File: src/rtl/tsq_pkg.sv
package tsq_pkg;

    localparam int BYTE_W   = 8;
    localparam int CRC_W    = 8;
    localparam logic [CRC_W-1:0] CRC_POLY = 8'h1D;
    localparam logic [CRC_W-1:0] CRC_INIT = 8'hFF;

    // bit 1: streamed frame, bit 0: append CRC after this byte
    typedef struct packed {
        logic stream;
        logic add_crc;
    } op_t;

    typedef enum logic [1:0] {
        ST_IDLE = 2'd0,
        ST_DATA = 2'd1,
        ST_CRC  = 2'd2
    } seq_state_t;

    typedef enum logic [1:0] {
        K_NONE    = 2'd0,
        K_DATA    = 2'd1,
        K_CRC_OK  = 2'd2,
        K_CRC_BAD = 2'd3
    } offer_kind_t;

    // One byte through the CRC, most significant bit first.
    function automatic logic [CRC_W-1:0] crc8_step(input logic [CRC_W-1:0] c,
                                                   input logic [BYTE_W-1:0] d);
        logic [CRC_W-1:0] r;
        r = c;
        for (int i = BYTE_W - 1; i >= 0; i--) begin
            if (r[CRC_W-1] ^ d[i])
                r = (r << 1) ^ CRC_POLY;
            else
                r = r << 1;
        end
        return r;
    endfunction

endpackage

File: src/rtl/tsq_slot.sv
module tsq_slot
    import tsq_pkg::*;
(
    input  logic              clk,
    input  logic              rst,
    input  logic              abort,
    input  logic              wr_data,
    input  logic [BYTE_W-1:0] wr_data_val,
    input  logic              wr_op,
    input  op_t               wr_op_val,
    input  logic              consume,
    output logic              full,
    output logic [BYTE_W-1:0] data,
    output op_t               op
);

    logic pend;

    always_ff @(posedge clk) begin
        if (rst || abort) begin
            pend <= 1'b0;
            full <= 1'b0;
            data <= '0;
            op   <= '0;
        end else begin
            if (consume)
                full <= 1'b0;
            if (wr_data) begin
                data <= wr_data_val;
                pend <= 1'b1;
                full <= 1'b0;
            end
            if (wr_op && (pend || wr_data)) begin
                op   <= wr_op_val;
                full <= 1'b1;
                pend <= 1'b0;
            end
        end
    end

    // an opcode alone never fills an empty slot
    a_r8_orphan_op: assert property (@(posedge clk) disable iff (rst)
        (!full && wr_op && !pend && !wr_data && !abort) |=> !full);

endmodule

File: src/rtl/tsq_crc.sv
module tsq_crc
    import tsq_pkg::*;
(
    input  logic              clk,
    input  logic              rst,
    input  logic              abort,
    input  logic              upd,
    input  logic              start,
    input  logic [BYTE_W-1:0] din,
    output logic [CRC_W-1:0]  crc_q
);

    logic [CRC_W-1:0] base;

    always_comb base = start ? CRC_INIT : crc_q;

    always_ff @(posedge clk) begin
        if (rst || abort)
            crc_q <= CRC_INIT;
        else if (upd)
            crc_q <= crc8_step(base, din);
    end

    // the register moves only on a data byte
    a_r5_crc_hold: assert property (@(posedge clk) disable iff (rst)
        (!upd && !abort) |=> $stable(crc_q));

endmodule

File: src/rtl/tsq_ctrl.sv
module tsq_ctrl
    import tsq_pkg::*;
(
    input  logic              clk,
    input  logic              rst,
    input  logic              abort,
    input  logic              shf_idle,
    input  logic              bit_last,
    input  logic              slot_full,
    input  logic [BYTE_W-1:0] slot_data,
    input  op_t               slot_op,
    input  logic [CRC_W-1:0]  crc_q,
    output logic              tx_valid,
    output logic [BYTE_W-1:0] tx_byte,
    output logic              tx_crc_byte,
    output logic              consume,
    output logic              crc_upd,
    output logic              crc_start,
    output logic              uflow_evt
);

    seq_state_t  state;
    op_t         cur_op;
    offer_kind_t kind;
    logic        strobe;
    logic        load;

    always_comb begin
        kind   = K_NONE;
        strobe = 1'b0;
        case (state)
            ST_IDLE: begin
                strobe = shf_idle;
                if (slot_full)
                    kind = K_DATA;
            end
            ST_DATA: begin
                strobe = bit_last;
                if (cur_op.add_crc)
                    kind = K_CRC_OK;
                else if (slot_full)
                    kind = K_DATA;
                else if (cur_op.stream)
                    kind = K_CRC_BAD;
            end
            default: strobe = bit_last;
        endcase
    end

    always_comb begin
        tx_valid    = (kind != K_NONE);
        tx_crc_byte = (kind == K_CRC_OK) || (kind == K_CRC_BAD);
        case (kind)
            K_DATA:   tx_byte = slot_data;
            K_CRC_OK: tx_byte = ~crc_q;
            default:  tx_byte = crc_q;
        endcase
        load      = tx_valid && strobe;
        consume   = load && (kind == K_DATA);
        crc_upd   = consume;
        crc_start = consume && (state == ST_IDLE);
    end

    always_ff @(posedge clk) begin
        if (rst || abort) begin
            state     <= ST_IDLE;
            cur_op    <= '0;
            uflow_evt <= 1'b0;
        end else begin
            uflow_evt <= load && (kind == K_CRC_BAD);
            if (load) begin
                if (kind == K_DATA) begin
                    state  <= ST_DATA;
                    cur_op <= slot_op;
                end else begin
                    state <= ST_CRC;
                end
            end else if (strobe && state != ST_IDLE) begin
                state <= ST_IDLE;
            end
        end
    end

    // the underflow event follows a poisoned CRC load
    a_r6_uflow_in_crc: assert property (@(posedge clk) disable iff (rst)
        uflow_evt |-> state == ST_CRC);

    // the event lasts one cycle
    a_r6_uflow_single: assert property (@(posedge clk) disable iff (rst)
        uflow_evt |=> !uflow_evt);

    // abort lands in idle with no pending event
    a_r10_abort_idle: assert property (@(posedge clk) disable iff (rst)
        abort |=> (state == ST_IDLE) && !uflow_evt);

    // end of the CRC byte closes the frame
    a_r11_crc_end: assert property (@(posedge clk) disable iff (rst)
        (state == ST_CRC && bit_last && !abort) |=> state == ST_IDLE);

    // a requested CRC is offered next
    a_r5_crc_follows: assert property (@(posedge clk) disable iff (rst)
        (state == ST_DATA && cur_op.add_crc) |-> (tx_valid && tx_crc_byte));

    // a frame never opens with a CRC byte
    a_r3_first_data: assert property (@(posedge clk) disable iff (rst)
        (state == ST_IDLE && tx_valid) |-> !tx_crc_byte);

endmodule

File: src/rtl/j1850_tx_seq.sv
module j1850_tx_seq
    import tsq_pkg::*;
(
    input  logic              clk,
    input  logic              rst,
    input  logic              en,
    input  logic              dis,
    input  logic              host_wr_data,
    input  logic [BYTE_W-1:0] host_data,
    input  logic              host_wr_op,
    input  logic [1:0]        host_op,
    input  logic              shf_idle,
    input  logic              bit_last,
    output logic              tx_valid,
    output logic [BYTE_W-1:0] tx_byte,
    output logic              tx_crc_byte,
    output logic              uflow_evt
);

    logic              abort;
    logic              slot_full;
    logic [BYTE_W-1:0] slot_data;
    op_t               slot_op;
    op_t               op_in;
    logic              consume;
    logic              crc_upd;
    logic              crc_start;
    logic [CRC_W-1:0]  crc_q;

    always_comb begin
        abort = !en || dis;
        op_in = op_t'(host_op);
    end

    tsq_slot u_slot (
        .clk         (clk),
        .rst         (rst),
        .abort       (abort),
        .wr_data     (host_wr_data),
        .wr_data_val (host_data),
        .wr_op       (host_wr_op),
        .wr_op_val   (op_in),
        .consume     (consume),
        .full        (slot_full),
        .data        (slot_data),
        .op          (slot_op)
    );

    tsq_crc u_crc (
        .clk   (clk),
        .rst   (rst),
        .abort (abort),
        .upd   (crc_upd),
        .start (crc_start),
        .din   (slot_data),
        .crc_q (crc_q)
    );

    tsq_ctrl u_ctrl (
        .clk         (clk),
        .rst         (rst),
        .abort       (abort),
        .shf_idle    (shf_idle),
        .bit_last    (bit_last),
        .slot_full   (slot_full),
        .slot_data   (slot_data),
        .slot_op     (slot_op),
        .crc_q       (crc_q),
        .tx_valid    (tx_valid),
        .tx_byte     (tx_byte),
        .tx_crc_byte (tx_crc_byte),
        .consume     (consume),
        .crc_upd     (crc_upd),
        .crc_start   (crc_start),
        .uflow_evt   (uflow_evt)
    );

    // quiet after reset
    a_r1_reset_quiet: assert property (@(posedge clk)
        rst |=> (!tx_valid && !uflow_evt));

endmodule

File: config.mk
export PLATFORM = sky130hd
export DESIGN_NAME = j1850_tx_seq
export DESIGN_NICKNAME = d
export VERILOG_FILES = /design/src/rtl/tsq_pkg.sv /design/src/rtl/tsq_slot.sv /design/src/rtl/tsq_crc.sv /design/src/rtl/tsq_ctrl.sv /design/src/rtl/j1850_tx_seq.sv
export SDC_FILE = /design/constraint.sdc
export NUM_CORES = 1
export LEC_CHECK = 0
export ABC_AREA = 1
export BUFFER_PORTS_ARGS = -buffer_cell sky130_fd_sc_hd__buf_2
export CORE_MARGIN = 2
export CORE_UTILIZATION = 30
export CTS_CLUSTER_DIAMETER = 120
export DETAILED_ROUTE_END_ITERATION = 6
export SKIP_CTS_REPAIR_TIMING = 1
export SLEW_MARGIN = 15
export SYNTH_ARGS = -nofsm -noshare
export SYNTH_HDL_FRONTEND = slang
export SYNTH_HIERARCHICAL = 1
export SYNTH_SLANG_ARGS = --single-unit
File: constraint.sdc
create_clock -name clk -period 8.3 [get_ports clk]
set_clock_uncertainty 0.15 [all_clocks]
set_input_delay 0.83 -clock clk [delete_from_list [all_inputs] [get_ports clk]]
set_output_delay 0.83 -clock clk [all_outputs]
set_load 0.01 [all_outputs]
Word-level counts from Yosys, hierarchy flattened. Index checks and enable logic that the tools add are counted. W data, S select, Z words.

Bits in registers: 25. Logic and storage cells: 85.

Bitwise operators: 17. Equal/unequal tests: 4. Reduce and logical (&&, ||, !) cells: 18. Muxes and demuxes: 36.

Operators with widths (number): $mux W8 (15); $mux W5 (8); $not A4 Y4 (8); $pmux W8 S2 (1); $mux W2 (6); $not A8 Y8 (1); $xor A1 B1 Y1 (8); $logic_and A1 B1 Y1 (6); $reduce_bool A2 Y1 (3); $mux W1 (5); $eq A2 B1 Y1 const B (2); $eq A2 B2 Y1 const B (2); $logic_or A1 B1 Y1 (4); $pmux W2 S2 (1); $reduce_bool A3 Y1 (1); $logic_not A2 Y1 (1); $reduce_and A2 Y1 (1); $reduce_or A2 Y1 (1); $logic_not A1 Y1 (1).

Longest topological paths before layout. Gate-level depths: netlist of run 1.

Depth after elaboration: 39. Gate-level depth with buffers: 25.

Cells and area by module. The synthesis of run 1 kept the hierarchy.

By module, submodules not included: tsq_crc (times used 1, area an instance 903.4 µm², sequential area each 160.2 µm², cells each 126); tsq_ctrl (times used 1, area an instance 548.0 µm², sequential area each 100.1 µm², cells each 95); tsq_slot (times used 1, area an instance 474.2 µm², sequential area each 240.2 µm², cells each 59); j1850_tx_seq (times used 1, area an instance 7.5 µm², sequential area each 0.0 µm², cells each 2).

Worst setup path after synthesis of run 1. OpenSTA, ideal clock, no wires.

Path type: register to register. From: register u_ctrl.state[0]. To: register u_crc.crc_q[4]. Buffers on the path: 1. Arrival: 2.443 ns. Period minus slack after synthesis: 2.708 ns. Library setup time: 0.115 ns. Cell stages (with the launch flop): 25. Slack: 5.592 ns. Required time: 8.035 ns. Path through: dfxtp_1 > inv_2 > nor2_1 > o211ai_1 > o21a_1 > ha_1 > inv_1 > nand4_4 > nor2_1 > buf_6 > inv_2 > nand2_2 > nor2_1 > nor2_1 > nand2_2 > nand2_2 > nand2_2 > nand2_4 > nand2_1 > nand2_2 > inv_2 > nand3_1 > nand2_1 > nand2_1 > nand2_1.

Cells in the longest elaborated chain, start to end: 31. Elaborated cells on any way between the ends: 46. Classes of those cells: eq/ne: 2; mux: 25; bitwise: 14; reduce/logical: 5.

RTL lines: start: declaration (line tsq_ctrl.sv:22) `seq_state_t state;`; start signal: assignment (line tsq_ctrl.sv:66) `state <= ST_IDLE;`; start signal: assignment (line tsq_ctrl.sv:73) `state <= ST_DATA;`; start signal: assignment (line tsq_ctrl.sv:76) `state <= ST_CRC;`; $eq A2 B1 Y1 or $logic_not A2 Y1 (tied branches) (line tsq_ctrl.sv:31) `case (state)`; $pmux W2 S2 (*) (line tsq_ctrl.sv:31); $reduce_bool A2 Y1 (*) (line tsq_ctrl.sv:51) `tx_valid = (kind != K_NONE);`; named net tx_valid (line j1850_tx_seq.sv:14) `output logic tx_valid,`; $logic_and A1 B1 Y1 (*) (line tsq_ctrl.sv:58) `load = tx_valid && strobe;`; $logic_and A1 B1 Y1 (*) (line tsq_ctrl.sv:59) `consume = load && (kind == K_DATA);`; $logic_and A1 B1 Y1 (*) (line tsq_ctrl.sv:61) `crc_start = consume && (state == ST_IDLE);`; named net crc_start (line j1850_tx_seq.sv:27) `logic crc_start;`; [17 not listed]; $mux W8 (*) (line tsq_crc.sv:20) `else if (upd)`; $mux W8 (*) (line tsq_crc.sv:18) `if (rst || abort)`; $not A4 Y4 (no line) or $xor A1 B1 Y1 (tied branches); $mux W5 (line tsq_pkg.sv:33) `if (r[CRC_W-1] ^ d[i])`; $mux W8 (*) (line tsq_crc.sv:20); $mux W8 (*) (line tsq_crc.sv:18); $not A4 Y4 (no line); $mux W5 (*) (line tsq_pkg.sv:33); end signal: assignment (line tsq_crc.sv:21) `crc_q <= crc8_step(base, din);`; end: declaration (line tsq_crc.sv:10) `output logic [CRC_W-1:0] crc_q`.

Mark *: on every way through the listed nets, which the timed path passes. The rest lies on a longest branch. The select of a mux whose other input is x is not followed. A chain may end at the register's enable or synchronous reset.

Worst setup path in the final report of run 1.
From: register u_ctrl.state[0]. To: register u_crc.crc_q[5].

Cells in the longest elaborated chain, start to end: 30. Elaborated cells on any way between the ends: 43. Classes of those cells: eq/ne: 2; mux: 24; bitwise: 12; reduce/logical: 5.

RTL lines: $eq A2 B1 Y1 or $logic_not A2 Y1 (tied branches) (line tsq_ctrl.sv:31, tsq_ctrl.sv:61); $pmux W2 S2 (line tsq_ctrl.sv:31); $reduce_bool A2 Y1 (line tsq_ctrl.sv:51); $logic_and A1 B1 Y1 (line tsq_ctrl.sv:58); $logic_and A1 B1 Y1 (line tsq_ctrl.sv:59); $logic_and A1 B1 Y1 (*) (line tsq_ctrl.sv:61); named net crc_start (line j1850_tx_seq.sv:27); $mux W8 (*) (line tsq_crc.sv:15) `always_comb base = start ? CRC_INIT : crc_q;`; [15 not listed]; $not A4 Y4 (no line); $mux W5 (line tsq_pkg.sv:33); $mux W8 (*) (line tsq_crc.sv:20); $mux W8 (*) (line tsq_crc.sv:18); $not A4 Y4 (no line); $mux W5 (*) (line tsq_pkg.sv:33); $mux W8 (*) (line tsq_crc.sv:20); $mux W8 (*) (line tsq_crc.sv:18).

Marks and branches as above.

==> results.sh, run 1 <==
export IMPL_status="completed"
export IMPL_fin_setup_tns_ns=0
export IMPL_drv_slew=0
export IMPL_antenna_found_initial=0
export IMPL_htreeDepth=1
export IMPL_clockRootBuffer="clkbuf_8"
export IMPL_routed_via_count=1702
export IMPL_fp_row_count=29
export IMPL_hp_class="reg -> reg"
export IMPL_area_growth_pct=12.56
export IMPL_grt_max_degree=14
export IMPL_drtPass1Iterations=4
export IMPL_synth_fp_nets=304
export IMPL_grt_pass1_wl_um=7293
export IMPL_worstPathMaxFanout=10
export IMPL_synthArstFlopShare_pct=0
export IMPL_setup_worst_path_class="reg -> reg"
export IMPL_cp_end_kind="register"
export IMPL_slew_headroom_pct=72.34
export IMPL_synth_edf_count=0
export IMPL_pin_count=29
export IMPL_multi_input_area_um2=1240
export IMPL_drc=0
export IMPL_clock_latency_ns=0.27
export IMPL_hold_violations=0
export IMPL_postSynthCellCount=282
export IMPL_cts_tree="built"
export IMPL_synthFlopType="dfxtp_1"
export IMPL_stdcell_area_um2=2176
export IMPL_start_kind="register"
export IMPL_ff_latch_area_um2=500.5
export IMPL_drive_gt1_share_pct=26.86
export IMPL_holdWs_ns=0.3443
export IMPL_ant_nets=0
export IMPL_cap_violations=0
export IMPL_ys_seq_area_share_pct=25.89
export IMPL_vias_per_cell=4.409
export IMPL_power_density_nw_per_um2=104.9
export IMPL_power_leakage_nw=0.9889
export IMPL_gr_usage_all_layers_pct=12.51
export IMPL_dieWidth_um=84.27
export IMPL_cp_cell_sequence="inv_2, nor2_1, o211ai_1, o21a_1, inv_1, ha_1, nand4_4, nor2_1, buf_4, nor2_1, xnor2_1, inv_1, nand2_2, nand2_4, inv_2, nand3_1, nand2_1, nand2_1, nand3_1, nand2_1"
export IMPL_globalplace_congestion=0.8184
export IMPL_finalCritPeriodShare_pct=38.28
export IMPL_dp_cells=382
export IMPL_irDropWorstVdd_mv=0.05014
export IMPL_path_clk_slew_ns=0.09
export IMPL_layout_cells_non_filler=386
export IMPL_slowest_delay_ns=0.41
export IMPL_syn_area_um2=1933
export IMPL_max_freq_ghz=0.3147
export IMPL_cp_top_family="simple AND/OR/NAND/NOR gates"
export IMPL_grt_overflow=0
export IMPL_clk_path_buf_depth=2
export IMPL_cpMaxStageDelayCell="ha_1"
export IMPL_post_dp_cell_area_um2=2131
export IMPL_fin_crit_ns=3.177
export IMPL_yosys_warnings=6
export IMPL_first_global_vias=1579
export IMPL_rsz0062_at_grt="no"
export IMPL_cts_made_buffers=3
export IMPL_wl_um=4238
export IMPL_die_area_um2=7101
export IMPL_initial_utilization_pct=30.80
export IMPL_tightest_slew_ns=0.4149
export IMPL_avgSynthCellArea_um2=6.855
export IMPL_final_net_count=332
export IMPL_dieHeight_um=84.27
export IMPL_fill_cells=703
export IMPL_dpl_hpwl_um=3346
export IMPL_ys_ff_latch=25
export IMPL_setup_viol=0
export IMPL_num_antenna_cells=0
export IMPL_design_core_area_um2=6277
export IMPL_synth_cell_types=35
export IMPL_portBuffers=28
export IMPL_crit_required_ns=8.32
export IMPL_path_buf_inv=5
export IMPL_crit_arrival_ns=3.20
export IMPL_drt_iter0_markers=105
export IMPL_avgRoutedWirePerCell_um=10.98
export IMPL_clock_sinks=25
per-layer routing:
layer	global-route usage (%)	vias up	routed length, um
li1	-	927	-
met1	17.35	743	2209
met2	20.42	30	1870
met3	1.573	2	124
met4	3.519	0	34
met5	0	-	0
worst paths after layout:
| path | depth (start not counted) | start | slack, ns | end |
|---|---|---|---|---|
| worst max register to register | 20 | u_ctrl/state[0] | 5.12 | u_crc/crc_q[5] |
| worst min register to register | 2 | u_slot/op[1] | 0.34 | u_slot/op[1] |
| worst max-delay path | 20 | u_ctrl/state[0] | 5.12 | u_crc/crc_q[5] |
| worst min-delay path | 2 | u_slot/op[1] | 0.34 | u_slot/op[1] |
state kept, by name (all words and copies together), names as in the netlist:
signal            cells
u_crc/crc_q           8
u_ctrl/cur_op         2
u_ctrl/state          2
u_ctrl/uflow_evt      1
u_slot/data           8
u_slot/full           1
u_slot/op             2
u_slot/pend           1
layout make-up:
class	instances	area share [%]
tap	77	4.428
sequential	25	23.00
clock buffer	4	2.070
multi-input combinational	214	56.99
inverter	37	6.728
timing repair buffer	29	6.786
cell usage in the layout (no fill, tap or decap), drive strengths merged:
| cell | instances |
|---|---|
| a21oi | 18 |
| buf | 29 |
| clkbuf | 4 |
| dfxtp | 25 |
| ha | 4 |
| inv | 37 |
| nand2 | 110 |
| nand3 | 18 |
| nand3b | 1 |
| nand4 | 1 |
| nor2 | 29 |
| nor3 | 2 |
| o211ai | 1 |
| o21a | 1 |
| o21ai | 15 |
| xnor2 | 7 |
| xor2 | 7 |
synthesized netlist by cell type, types with 2 or more instances:
cell type  instances  share of area [%]
a21oi_1           17                4.4
buf_4              2               0.78
buf_6              2                1.2
dfxtp_1           25                 26
ha_1               4                2.6
inv_1             28                5.4
inv_2              8                1.6
nand2_1           90                 17
nand2_2           14                4.5
nand2_4            6                3.5
nand3_1           14                3.6
nand3_2            3                1.6
nor2_1            19                3.7
nor2_2             6                1.9
nor2_4             3                1.7
nor3_1             2               0.52
o21ai_0           12                3.1
o21ai_1            2               0.52
xnor2_1            5                2.3
xor2_1             4                1.8
xor2_2             2                1.7
power by group:
| group | internal (mW) | total (mW) | switching, mW |
|---|---|---|---|
| Sequential | 0.121 | 0.122 | 0.00142 |
| Combinational | 0.0118 | 0.0300 | 0.0183 |
| Clock | 0.0344 | 0.0758 | 0.0414 |
worst min-delay path, stage by stage, from the launching register on:
cell and delay (ns):
dfxtp_1 0.32, nor2_1 0.09, nor2_1 0.05
kinds of logic after synthesis:
family,count (synthesis),share of synthesized area [%]
DFF,25,25.89
buffers and inverters,43,9.967
AOI/OAI and AO/OA,35,10.10
xor gates and xnor gates,14,9.450
adders and majority gates,4,2.589
and+or+nand+nor,161,42.01
through the flow:
stage | setup slack (ns) | util [%] | total power [mW]
6_report | 5.123 | 34.66 | 0.2282
5_1_grt | 4.814 | 34.66 | 0.2394
4_1_cts | 5.115 | 34.66 | 0.2303
3_5_place_dp | 5.154 | 33.94 | 0.1554
3_3_place_gp | 5.193 | 33.94 | 0.1551
2_1_floorplan | 5.592 | - | 0.1468
No activity file was read; power rests on OpenSTA's default activity.
==> inputs of run 2 (changes only) <==
==> constraint.sdc (replaced) <==
create_clock -name clk -period 3.1 [get_ports clk]
set_clock_uncertainty 0.15 [all_clocks]
set_input_delay 0.31 -clock clk [delete_from_list [all_inputs] [get_ports clk]]
set_output_delay 0.31 -clock clk [all_outputs]
set_load 0.01 [all_outputs]
==> run 2 against run 1 <==
  * Global-route usage fell by 0.14 points
  * Sequential power rose to 2.7 times the previous value
  * Critical path type unchanged
  * Clock power rose to 2.6 times the previous value
  * Combinational power rose to 2.7 times the previous value
  * Largest power group unchanged
  * Fmax rose by 14%
==> results.sh, run 2 (synthesis gave the netlist of run 1 again) <==
export IMPL_dpl_hpwl_um=3398
export IMPL_p_total_mw=0.6048
export IMPL_cap_violations=0
export IMPL_clk_path_buf_depth=2
export IMPL_start_kind="register"
export IMPL_crit_required_ns=3.11
export IMPL_status="completed"
export IMPL_die_area_um2=7101
export IMPL_grt_overflow=0
export IMPL_pin_count=29
export IMPL_ant_nets=0
export IMPL_rsz0062_at_grt="no"
export IMPL_dieHeight_um=84.27
export IMPL_clockRootBuffer="clkbuf_8"
export IMPL_vias_per_cell=4.355
export IMPL_met2_length_um=1944
export IMPL_crit_arrival_ns=2.81
export IMPL_final_common_cell="nand2_1"
export IMPL_irDropWorstVdd_mv=0.1734
export IMPL_clock_latency_ns=0.27
export IMPL_reg_top3="u_crc/crc_q: 8 flops, u_slot/data: 8 flops"
export IMPL_postLayoutCoreUtil_pct=35.28
export IMPL_portBuffers=28
export IMPL_wl_met1_um=2161
export IMPL_cts_tree="built"
export IMPL_clock_sinks=25
export IMPL_top_layer="met4"
export IMPL_final_net_count=335
export IMPL_dieWidth_um=84.27
export IMPL_dp_cells=385
export IMPL_power_density_nw_per_um2=273.1
export IMPL_grt_max_degree=14
export IMPL_drc=0
export IMPL_slew_headroom_pct=75.12
export IMPL_avgRoutedWirePerCell_um=10.93
export IMPL_num_antenna_cells=0
export IMPL_dp_slack_ns=0.2238
export IMPL_tightest_slew_ns=0.3729
export IMPL_power_leakage_nw=1.007
export IMPL_setup_ws_ns=0.3029
export IMPL_design_core_area_um2=6277
export IMPL_first_global_vias=1573
export IMPL_fin_setup_tns_ns=0
export IMPL_worstPathMaxFanout=10
export IMPL_htreeDepth=1
export IMPL_r2r_slack_ns=0.30
export IMPL_fp_row_count=29
export IMPL_hp_class="in -> reg"
export IMPL_gr_usage_all_layers_pct=12.37
export IMPL_routed_via_count=1694
export IMPL_fin_crit_ns=2.797
export IMPL_setup_worst_path_class="reg -> reg"
export IMPL_setup_viol=0
export IMPL_initial_utilization_pct=30.80
export IMPL_max_freq_ghz=0.3575
export IMPL_routed_wl_met3_um=102
export IMPL_finalCritPeriodShare_pct=90.23
export IMPL_grt_pass1_wl_um=7189
export IMPL_layout_common_cells="nand2_1, inv_1, buf_2"
export IMPL_cp_end_kind="register"
export IMPL_hold_violations=0
export IMPL_area_growth_pct=14.56
export IMPL_drive_gt1_share_pct=28.21
export IMPL_wl_um=4251
export IMPL_drv_slew=0
export IMPL_cts_made_buffers=3
export IMPL_antenna_found_initial=0
export IMPL_path_clk_slew_ns=0.09
export IMPL_layout_cells_non_filler=389
export IMPL_globalplace_congestion=0.8864
export IMPL_drtPass1Iterations=4
export IMPL_drt_iter0_markers=77
run 2: changes by cell type in the layout (fill, tap and decap cells not counted):
| cell | change |
|---|---|
| nor2_1 | -1 |
| dfxtp_1 | -1 |
| buf_4 | +2 |
| dfxtp_2 | +1 |
| nor2_2 | +1 |
| buf_12 | +1 |
run 2: stage by stage:
step	hold slack (ns)	area, um^2
after global placement	0.3209	2166
after CTS	0.1064	2211
after detailed placement	0.3283	2166
after global routing	0.1207	2215
after floorplan	0.2393	1933
final	0.1087	2215
run 2: metal layers:
| layer | vias to the layer above | global-route usage [%] |
|---|---|---|
| met5 | - | 0 |
| met4 | 0 | 3.959 |
| met3 | 2 | 1.573 |
| met2 | 24 | 20.13 |
| met1 | 738 | 17.01 |
| li1 | 930 | - |
run 2: worst paths after layout:
check,cells past startpoint,from,end
setup reg to reg,20,u_ctrl/state[0],u_crc/crc_q[5]
setup / recovery,20,u_ctrl/state[0],u_crc/crc_q[5]
hold reg to reg,2,u_slot/op[1],u_slot/op[1]
hold / removal,2,host_wr_op,u_slot/pend
run 2: worst max-delay path, cell delays in order, from the launching register on:
cell and delay (ns):
dfxtp_2 0.36, inv_2 0.05, nor2_1 0.12, o211ai_1 0.10, o21a_1 0.14, ha_1 0.20, inv_1 0.12, nand4_4 0.12
nor2_2 0.15, buf_12 0.17, nor2_2 0.05, nand2_1 0.10, nand2_4 0.09, xnor2_1 0.28, nand2_1 0.12, nand2_1 0.08
nand2_1 0.06, nand2_1 0.07, nand2_1 0.04, nand3_1 0.07, nand2_1 0.05
run 2: final cells by class:
type,count,area [um^2]
Tap cell,77,96.34
Fill cell,667,4063
Inverter,37,146.4
Sequential cell,25,501.7
Clock buffer,4,45.04
Timing Repair Buffer,32,182.7
Multi-Input combinational cell,214,1242
run 2: power breakdown:
group          internal, mW  switching [mW]
combinational        0.0318          0.0491
clock                0.0919           0.105
sequential            0.324         0.00373
total                 0.447           0.157
==> inputs of run 3 (changes only) <==
--- a/config.mk
+++ b/config.mk
@@ -8,10 +8,11 @@
 export ABC_AREA = 1
 export BUFFER_PORTS_ARGS = -buffer_cell sky130_fd_sc_hd__buf_2
 export CORE_MARGIN = 2
-export CORE_UTILIZATION = 30
+export CORE_UTILIZATION = 57
 export CTS_CLUSTER_DIAMETER = 120
 export DETAILED_ROUTE_END_ITERATION = 6
-export SKIP_CTS_REPAIR_TIMING = 1
+export PLACE_DENSITY = 0.8
+export REMOVE_ABC_BUFFERS = 1
 export SLEW_MARGIN = 15
 export SYNTH_ARGS = -nofsm -noshare
 export SYNTH_HDL_FRONTEND = slang
==> run 3 against run 2 <==
  * First-iteration DRC count rose by 21%
  * Hold slack lost 0.081 ns
  * Clock power down 20%
  * Via count is 3.1% higher
  * Non-clock buffer count stayed put
  * Critical path depth up 4
  * Fmax is 0.71% lower
  * Routed wire length down 8.0%
  * Die area fell by 45%
  * Largest power group unchanged
==> results.sh, run 3 (synthesis gave the netlist of run 1 again) <==
export IMPL_drc=0
export IMPL_hold_start="host_wr_op"
export IMPL_fin_setup_tns_ns=0
export IMPL_cp_end_kind="register"
export IMPL_postCtsSetupBuffers=0
export IMPL_final_common_cell="nand2_1"
export IMPL_drv_slew=0
export IMPL_globalplace_congestion=0.8830
export IMPL_setup_worst_path_class="reg -> reg"
export IMPL_ant_nets=0
export IMPL_tightest_slew_ns=0.3330
export IMPL_clock_latency_ns=0.34
export IMPL_antenna_found_initial=0
export IMPL_finalCritPeriodShare_pct=90.88
export IMPL_post_dp_cell_area_um2=2127
export IMPL_final_net_count=335
export IMPL_dieWidth_um=62.24
export IMPL_slew_headroom_pct=77.77
export IMPL_wl_um=3913
export IMPL_crit_required_ns=3.20
export IMPL_vias_per_cell=4.880
export IMPL_start_kind="register"
export IMPL_grt_pass1_wl_um=7203
export IMPL_clockRootBuffer="clkbuf_4"
export IMPL_layout_common_cells="nand2_1, inv_1, buf_2"
export IMPL_reg2reg_depth=24
export IMPL_drtPass1Iterations=4
export IMPL_r2r_slack_ns=0.28
export IMPL_status="completed"
export IMPL_dpl_hpwl_um=3166
export IMPL_hp_class="in -> reg"
export IMPL_drive_gt1_share_pct=28.85
export IMPL_die_area_um2=3873
export IMPL_grt_overflow=0
export IMPL_cts_resized=0
export IMPL_initial_utilization_pct=58.86
export IMPL_reg_top3="u_crc/crc_q: 8 flops, u_slot/data: 8 flops"
export IMPL_drt_iter0_markers=93
export IMPL_avgRoutedWirePerCell_um=10.93
export IMPL_fp_row_count=21
export IMPL_power_leakage_nw=1.005
export IMPL_cap_violations=0
export IMPL_irDropWorstVdd_mv=0.1868
export IMPL_cts_tree="built"
export IMPL_portBuffers=28
export IMPL_max_freq_ghz=0.3550
export IMPL_rr_startpoint="u_ctrl/state[0]"
export IMPL_first_global_vias=1655
export IMPL_pin_count=29
export IMPL_hold_violations=0
export IMPL_dieHeight_um=62.24
export IMPL_path_clk_slew_ns=0.15
export IMPL_design_core_area_um2=3284
export IMPL_startpoint="u_ctrl/state[0]"
export IMPL_crit_end="u_crc/crc_q[4]"
export IMPL_cts_made_buffers=3
export IMPL_r2r_end="u_crc/crc_q[4]"
export IMPL_grt_max_degree=15
export IMPL_clock_sinks=25
export IMPL_area_growth_pct=12.04
export IMPL_gr_usage_all_layers_pct=22.72
export IMPL_crit_arrival_ns=2.91
export IMPL_holdWs_ns=0.02817
export IMPL_power_density_nw_per_um2=261.2
export IMPL_htreeDepth=1
export IMPL_dp_cells=354
export IMPL_routed_via_count=1747
export IMPL_layout_cells_non_filler=358
export IMPL_fin_crit_ns=2.817
export IMPL_worstPathMaxFanout=10
export IMPL_hold_buffers=0
export IMPL_clk_path_buf_depth=2
export IMPL_setup_viol=0
export IMPL_stdcell_area_um2=2166
export IMPL_num_antenna_cells=0
==> run 3: changes by cell type in the layout (fill, tap and decap cells not counted), sizes merged <==
cell    previous run  this run
clkinv             0         1
clkbuf             4         3
==> run 3: worst min path at each step <==
stage              endpoint  slack, ns  cells past startpoint
2_1_floorplan   u_slot/pend       0.24                      1
3_3_place_gp   u_slot/op[1]       0.32                      2
3_5_place_dp   u_slot/op[0]       0.33                      2
4_1_cts         u_slot/pend       0.03                      2
5_1_grt         u_slot/pend       0.03                      2
6_report        u_slot/pend       0.03                      2
==> run 3: report_power, final <==
| part | total, mW | internal, mW | switching, mW | leakage [nW] |
|---|---|---|---|---|
| clock network | 0.157 | 0.0486 | 0.108 | 0.0177 |
| registers | 0.328 | 0.324 | 0.00359 | 0.203 |
| logic | 0.0813 | 0.0322 | 0.0491 | 0.785 |
==> run 3: metal layers <==
| layer | track usage, % | wire [um] |
|---|---|---|
| met1 | 30.33 | 1844 |
| met2 | 37.91 | 1833 |
| met3 | 3.623 | 185 |
| met4 | 6.944 | 49 |
| met5 | 0 | 0 |
==> run 3: cell type report <==
class	instances	area (um^2)
multi-input combinational	214	1250
fill	295	1119
sequential	25	501.7
timing repair buffer	32	182.7
inverter	37	146.4
tap	46	57.56
clock buffer	3	22.52
clock inverter	1	5.005
==> run 3: critical path, stage by stage, from the launching register on <==
cell	delay, ns
dfxtp_2	0.38
inv_2	0.06
nor2_1	0.13
o211ai_1	0.10
o21a_1	0.15
ha_1	0.20
inv_1	0.12
nand4_4	0.12
nor2_2	0.15
buf_12	0.18
inv_2	0.04
nand2_2	0.07
nor2_1	0.04
nor2_1	0.13
nand2_2	0.10
nand2_2	0.10
nand2_2	0.07
nand2_4	0.09
nand2_1	0.07
nand2_2	0.07
inv_2	0.03
nand3_1	0.05
nand2_1	0.05
nand2_1	0.05
nand2_1	0.04
==> run 3: metrics by stage <==
step | utilization (%) | total power, mW | setup WS [ns]
after detailed placement | 64.76 | 0.4158 | 0.2569
after floorplan | - | 0.3894 | -0.3102
after global routing | 65.94 | 0.5934 | -0.02226
after CTS | 65.60 | 0.5681 | 0.2136
after global placement | 64.76 | 0.4144 | 0.2963
final | 65.94 | 0.5658 | 0.2828
